File: config.mk
export PLATFORM = sky130hd
export DESIGN_NAME = baud_tick_gen
export DESIGN_NICKNAME = d
export VERILOG_FILES = /design/src/rtl/baud_pkg.sv /design/src/rtl/baud_regs.sv /design/src/rtl/baud_prescaler.sv /design/src/rtl/baud_divider.sv /design/src/rtl/baud_bitcnt.sv /design/src/rtl/baud_tick_gen.sv
export SDC_FILE = /design/constraint.sdc
export NUM_CORES = 1
export LEC_CHECK = 0
export BUFFER_PORTS_ARGS = -buffer_cell sky130_fd_sc_hd__buf_2
export CAP_MARGIN = 20
export CORE_MARGIN = 2
export CORE_UTILIZATION = 55
export DETAILED_ROUTE_END_ITERATION = 8
export PLACE_DENSITY = 0.82
export REMOVE_ABC_BUFFERS = 1
export SLEW_MARGIN = 20
export SYNTH_ARGS = -nofsm -noshare
export SYNTH_HDL_FRONTEND = slang
export SYNTH_HIERARCHICAL = 1
export SYNTH_SLANG_ARGS = --single-unit
File: constraint.sdc
create_clock -name clk -period 3.09 [get_ports clk]
set_clock_uncertainty 0.15 [all_clocks]
set_input_delay 0.1545 -clock clk [delete_from_list [all_inputs] [get_ports clk]]
set_output_delay 0.1545 -clock clk [all_outputs]
set_load 0.01 [all_outputs]
File: src/rtl/baud_pkg.sv
`timescale 1ns/1ps
package baud_pkg;
  localparam int unsigned ADDR_W = 2;

  typedef enum logic [ADDR_W-1:0] {
    REG_DIV_LO = 2'd0,
    REG_DIV_HI = 2'd1,
    REG_CTRL   = 2'd2,
    REG_SPARE  = 2'd3
  } reg_sel_e;

  // Reference cycles per prescaled enable.
  function automatic int unsigned prescale_ratio(input logic slow, input int unsigned slow_ratio);
    return slow ? slow_ratio : 1;
  endfunction

  // Reference cycles between 16x ticks for given settings.
  function automatic int unsigned tick_period(input logic slow, input int unsigned slow_ratio,
                                              input int unsigned divisor);
    return prescale_ratio(slow, slow_ratio) * divisor;
  endfunction
endpackage

File: src/rtl/baud_regs.sv
`timescale 1ns/1ps
module baud_regs
  import baud_pkg::*;
#(
  parameter int unsigned BYTE_W  = 8,
  parameter int unsigned SEL_BIT = 7,
  localparam int unsigned DIV_W  = 2 * BYTE_W
) (
  input  logic              clk,
  input  logic              rst_n,
  input  logic              wr_en,
  input  logic [ADDR_W-1:0] wr_addr,
  input  logic [BYTE_W-1:0] wr_data,
  output logic [DIV_W-1:0]  staged_div,
  output logic              staged_slow
);
  logic [BYTE_W-1:0] lo_hold;
  logic wr_lo, wr_hi, wr_ctrl, wr_spare;

  assign wr_lo    = wr_en && (wr_addr == REG_DIV_LO);
  assign wr_hi    = wr_en && (wr_addr == REG_DIV_HI);
  assign wr_ctrl  = wr_en && (wr_addr == REG_CTRL);
  assign wr_spare = wr_en && (wr_addr == REG_SPARE);

  always_ff @(posedge clk) begin
    if (!rst_n) begin
      lo_hold     <= '0;
      staged_div  <= '0;
      staged_slow <= 1'b0;
    end else begin
      if (wr_lo)   lo_hold     <= wr_data;
      if (wr_hi)   staged_div  <= {wr_data, lo_hold};
      if (wr_ctrl) staged_slow <= wr_data[SEL_BIT];
    end
  end

  // a low-byte write alone leaves the committed divisor untouched
  a_r2_lo_held: assert property (@(posedge clk) disable iff (!rst_n)
    wr_lo |=> $stable(staged_div));

  // the unused address changes no setting
  a_r8_spare_inert: assert property (@(posedge clk) disable iff (!rst_n)
    wr_spare |=> ($stable(staged_div) && $stable(staged_slow)));
endmodule

File: src/rtl/baud_prescaler.sv
`timescale 1ns/1ps
module baud_prescaler #(
  parameter int unsigned PRE_SLOW = 4,
  localparam int unsigned PCNT_W  = $clog2(PRE_SLOW)
) (
  input  logic clk,
  input  logic rst_n,
  input  logic run,
  input  logic restart,
  input  logic slow,
  output logic pre_en
);
  localparam logic [PCNT_W-1:0] SLOW_LAST = PCNT_W'(PRE_SLOW - 1);

  logic [PCNT_W-1:0] pcnt;

  assign pre_en = run && (slow ? (pcnt == SLOW_LAST) : 1'b1);

  always_ff @(posedge clk) begin
    if (!rst_n)                       pcnt <= '0;
    else if (!run || restart || pre_en) pcnt <= '0;
    else                              pcnt <= pcnt + 1'b1;
  end

  // prescaler phase is cleared while parked so the first period is whole
  a_r4_idle_clear: assert property (@(posedge clk) disable iff (!rst_n)
    !run |=> (pcnt == '0));

  // in divide-by-1 mode the phase counter never advances
  a_r3_fast_phase: assert property (@(posedge clk) disable iff (!rst_n)
    (run && !slow) |=> (pcnt == '0));
endmodule

File: src/rtl/baud_divider.sv
`timescale 1ns/1ps
module baud_divider #(
  parameter int unsigned DIV_W = 16
) (
  input  logic             clk,
  input  logic             rst_n,
  input  logic [DIV_W-1:0] staged_div,
  input  logic             staged_slow,
  input  logic             pre_en,
  output logic             active,
  output logic             act_slow,
  output logic             tick16
);
  logic [DIV_W-1:0] cur_div;
  logic [DIV_W-1:0] dcnt;
  logic             terminal;

  assign active   = (cur_div != '0);
  assign terminal = (dcnt == cur_div - 1'b1);
  assign tick16   = active && pre_en && terminal;

  always_ff @(posedge clk) begin
    if (!rst_n) begin
      cur_div  <= '0;
      act_slow <= 1'b0;
      dcnt     <= '0;
    end else if (!active || tick16) begin
      cur_div  <= staged_div;
      act_slow <= staged_slow;
      dcnt     <= '0;
    end else if (pre_en) begin
      dcnt <= dcnt + 1'b1;
    end
  end

  // settings in use never change partway through a period
  a_r5_hold_midperiod: assert property (@(posedge clk) disable iff (!rst_n)
    (active && !tick16) |=> ($stable(cur_div) && $stable(act_slow)));

  // each tick restarts the count
  a_r4_restart: assert property (@(posedge clk) disable iff (!rst_n)
    tick16 |=> (dcnt == '0));

  // count stays inside the active divisor
  a_r4_count_bound: assert property (@(posedge clk) disable iff (!rst_n)
    active |-> (dcnt < cur_div));
endmodule

File: src/rtl/baud_bitcnt.sv
`timescale 1ns/1ps
module baud_bitcnt #(
  parameter int unsigned OVERSAMPLE = 16,
  localparam int unsigned SUB_W     = $clog2(OVERSAMPLE)
) (
  input  logic clk,
  input  logic rst_n,
  input  logic tick16,
  output logic tick1
);
  localparam logic [SUB_W-1:0] SUB_LAST = SUB_W'(OVERSAMPLE - 1);

  logic [SUB_W-1:0] sub;

  assign tick1 = tick16 && (sub == SUB_LAST);

  always_ff @(posedge clk) begin
    if (!rst_n)      sub <= '0;
    else if (tick1)  sub <= '0;
    else if (tick16) sub <= sub + 1'b1;
  end

  // the sub-count starts over after each bit tick
  a_r7_wrap: assert property (@(posedge clk) disable iff (!rst_n)
    tick1 |=> (sub == '0));

  // sub-count only moves on a 16x tick
  a_r7_only_on_tick: assert property (@(posedge clk) disable iff (!rst_n)
    !tick16 |=> $stable(sub));
endmodule

File: src/rtl/baud_tick_gen.sv
`timescale 1ns/1ps
module baud_tick_gen
  import baud_pkg::*;
#(
  parameter int unsigned BYTE_W     = 8,
  parameter int unsigned SEL_BIT    = 7,
  parameter int unsigned PRE_SLOW   = 4,
  parameter int unsigned OVERSAMPLE = 16,
  localparam int unsigned DIV_W     = 2 * BYTE_W
) (
  input  logic              clk,
  input  logic              rst_n,
  input  logic              wr_en,
  input  logic [ADDR_W-1:0] wr_addr,
  input  logic [BYTE_W-1:0] wr_data,
  output logic              tick16,
  output logic              tick1
);
  logic [DIV_W-1:0] staged_div;
  logic             staged_slow;
  logic             active;
  logic             act_slow;
  logic             pre_en;

  baud_regs #(.BYTE_W(BYTE_W), .SEL_BIT(SEL_BIT)) u_regs (
    .clk(clk), .rst_n(rst_n), .wr_en(wr_en), .wr_addr(wr_addr), .wr_data(wr_data),
    .staged_div(staged_div), .staged_slow(staged_slow)
  );

  baud_prescaler #(.PRE_SLOW(PRE_SLOW)) u_pre (
    .clk(clk), .rst_n(rst_n), .run(active), .restart(tick16), .slow(act_slow),
    .pre_en(pre_en)
  );

  baud_divider #(.DIV_W(DIV_W)) u_div (
    .clk(clk), .rst_n(rst_n), .staged_div(staged_div), .staged_slow(staged_slow),
    .pre_en(pre_en), .active(active), .act_slow(act_slow), .tick16(tick16)
  );

  baud_bitcnt #(.OVERSAMPLE(OVERSAMPLE)) u_bit (
    .clk(clk), .rst_n(rst_n), .tick16(tick16), .tick1(tick1)
  );

  // nothing ticks while no divisor is in use
  a_r1_parked_silent: assert property (@(posedge clk) disable iff (!rst_n)
    !active |-> (!tick16 && !tick1));

  // a parked generator only wakes from a nonzero committed divisor
  a_r6_stay_parked: assert property (@(posedge clk) disable iff (!rst_n)
    (!active && staged_div == '0) |=> !active);
endmodule

==> impl_metrics.toml <==
[status]
status = "complete, but fails checks"
violations = "negative setup slack"

[clock_tree]
cts_tree = "done"
clk_path_buf_depth = 2
clkSinkCount = 64
h-tree-depth = 3
clockRootBuffer = "clkbuf_8"
cts.clk_slew.worst_paths_ns = 0.07
insertion_delay_ns = 0.36
cts_buffers = 9

[yosys]
synth_warnings = 6
synth_cell_type_count = 50
synth_edf_count = 0
syn_area_per_cell_um2 = 8.946
postSynth.asyncResetShare_pct = 0
syn_area_mm2 = 0.003229
netlist_instances = 361
synth-seq-cells = 64
yosysSeqAreaShare_pct = 39.67
synth_top_flop_cell = "dfxtp_1"

[timing]
drv_slew = 0
setup_ws_ns = -0.1094
slew_headroom_pct = 31.01
holdWs_ns = 0.05103
max_freq_ghz = 0.3126
tightest_slew_ns = 1.032
layout_min_cycle_time_ns = 3.199
hold_viol = 0
rsz0062_at_grt = "yes"
finalSetupViolCount = 2
fin_crit_sh_pct = 103.5

[setup_path]
r2r_end = "u_div/dcnt[11]"
worstReg2RegStart = "u_div/cur_div[2]"
worstSetupStartpointType = "flop"
crit_start = "u_div/cur_div[2]"
crit_arrival_ns = 2.89
critPathKind = "reg2out"
reg2regPathDepth = 9
r2r_slack_ns = 0.13
cp_max_fo = 5
cp-end-kind = "primary output"
setup.worst_path.end = "tick1"
cp.required_ns = 2.79

[final_layout]
mostFrequentLayoutCell = "nand2_1"
fin_nets = 421
layout_common_cells = "nand2_1 (81), dfxtp_1 (64), mux2i_1 (39)"
diodes = 0
final_cells = 481
area_delta_synth_final_pct = 19.49
drive_gt1_share_pct = 18.09

[drt]
post_drt_wl_per_cell_um = 15.26
viasPerCell = 5.609
first_iter_violations = 223
routed_wl_mm = 7.342
vias = 2698
drc = 0
firstDrtPassIters = 5
drtAntennaViolNets = 0

[floorplan]
initial_core_util_pct = 57.93
die_area_mm2 = 0.006500
core_area_mm2 = 0.005574
die_x_um = 80.63
io_pins = 15
rows = 27
dieHeight_um = 80.63

[power]
p_leak_nw = 1.594
ir_drop_v = 0.0004255
p_per_area_mw_per_mm2 = 503.4

[global_route]
grt_first_pass_wirelength_mm = 12.14
antenna_found_initial = 0
grtUsageTotal_pct = 24.69
grt_start_max_net_pins = 29
overflow = 0
first_global_vias = 2610

[job]
cap_viol_max_count = 0

[placed_design]
portBuffers = 14
gp_congestion = 0.9202
dp_hpwl_mm = 4.742
dp.cells = 450

[worst_hold_path]
holdCritPathClass = "in2reg"
-- Yosys cell counts, types with 2 or more instances --
master     n  share of area [%]
and2_1     2               0.39
buf_6      3                1.0
xnor2_1   15                4.1
a211oi_1   3               0.70
nor4_1     4               0.77
a21oi_1    2               0.31
buf_2      4               0.62
mux2i_1   39                 12
ha_1       4                1.5
nand2b_1   7                1.4
nor3_1    23                3.6
nand4_1    3               0.58
nor3b_1    3               0.70
nand2_1   81                9.4
dfxtp_1   64                 40
o21ai_0    7                1.1
and4_1     2               0.54
xor2_1    18                4.9
clkbuf_1  10                1.2
nand3_1    9                1.4
and3_1     8                1.5
or4_1      2               0.46
nor2_1    11                1.3
inv_1      3               0.35
o211ai_1   5                1.2
nand3b_1   5                1.2
-- power breakdown --
part	switching (mW)	leakage, nW	internal (mW)
clock	0.358	0.109	0.478
combinational	0.136	0.969	0.120
sequential	0.0117	0.517	0.839
total	0.505	1.59	1.44
-- through the flow --
stage / area, um^2 / setup WS (ns) / power (mW) / utilization (%) / TNS (ns)
CTS: 3815 / -0.1395 / 1.933 / 68.44 / -0.1920
global placement: 3448 / 0.06704 / 1.091 / 61.86 / 0
global route: 3859 / -0.2078 / 2.006 / 69.23 / -0.3297
finish: 3859 / -0.1094 / 1.942 / 69.23 / -0.1306
detailed placement: 3448 / 0.03023 / 1.094 / 61.86 / 0
floorplan: 3110 / -0.2110 / 1.007 / - / -0.7787
-- metal layers --
layer	track usage, %	routed length [um]	vias to the layer above
li1	-	-	1336
met1	29.78	3295	1280
met2	42.08	3622	66
met3	6.067	287	16
met4	9.661	136	0
met5	0	0	-
-- how the worst min path moves through the flow --
stage	end	from	cells past startpoint
5_1_grt	u_pre/pcnt[1]	rst_n	3
6_report	u_pre/pcnt[1]	rst_n	3
2_1_floorplan	u_pre/pcnt[1]	rst_n	2
4_1_cts	u_pre/pcnt[1]	rst_n	3
3_3_place_gp	u_regs/staged_div[10]	wr_data[2]	3
3_5_place_dp	u_regs/staged_div[12]	wr_data[4]	3
-- cells by family (layout without fill, tap and decap cells) --
kind of cell / after synthesis / count (layout) / synth area share, %
adder cells (fa/ha/maj): 4 / 4 / 1.550
XOR/XNOR: 33 / 33 / 8.950
AO/OA/AOI/OAI: 29 / 29 / 6.936
buffers and inverters: 22 / 70 / 4.030
multiplexers: 40 / 40 / 12.44
flip-flops: 64 / 64 / 39.67
AND/OR/NAND/NOR: 169 / 169 / 26.42
-- sequential cells by signal, summed over array words and instances (netlist names) --
signal,count
u_bit/sub,4
u_div/act_slow,1
u_div/cur_div,16
u_div/dcnt,16
u_pre/pcnt,2
u_regs/lo_hold,8
u_regs/staged_div,16
u_regs/staged_slow,1
-- what timing repair did --
| item | 4_1_cts | 5_1_grt |
|---|---|---|
| hold endpoints to repair | 17 | 0 |
| setup endpoints to repair | 2 | 8 |
| resized for setup | 3 | 4 |
| hold buffers | 11 | 0 |
| setup buffers | 2 | 2 |
| pin swaps | 2 | 3 |
-- worst max-delay path: stages (launching register included) --
cell	delay (ns)
dfxtp_1	0.32
or4_4	0.55
nor4b_4	0.36
mux2_4	0.33
a31o_2	0.21
a211o_2	0.33
nor2_4	0.10
and4_1	0.19
buf_2	0.13
-- cell type report --
class | instances | area [um^2]
sequential | 64 | 1281
inverter | 3 | 11.26
timing repair buffer | 51 | 400.4
clock inverter | 6 | 92.59
multi-input combinational | 275 | 1846
fill | 411 | 1715
tap | 72 | 90.09
clock buffer | 10 | 137.6
(Power assumes the default switching activity.)
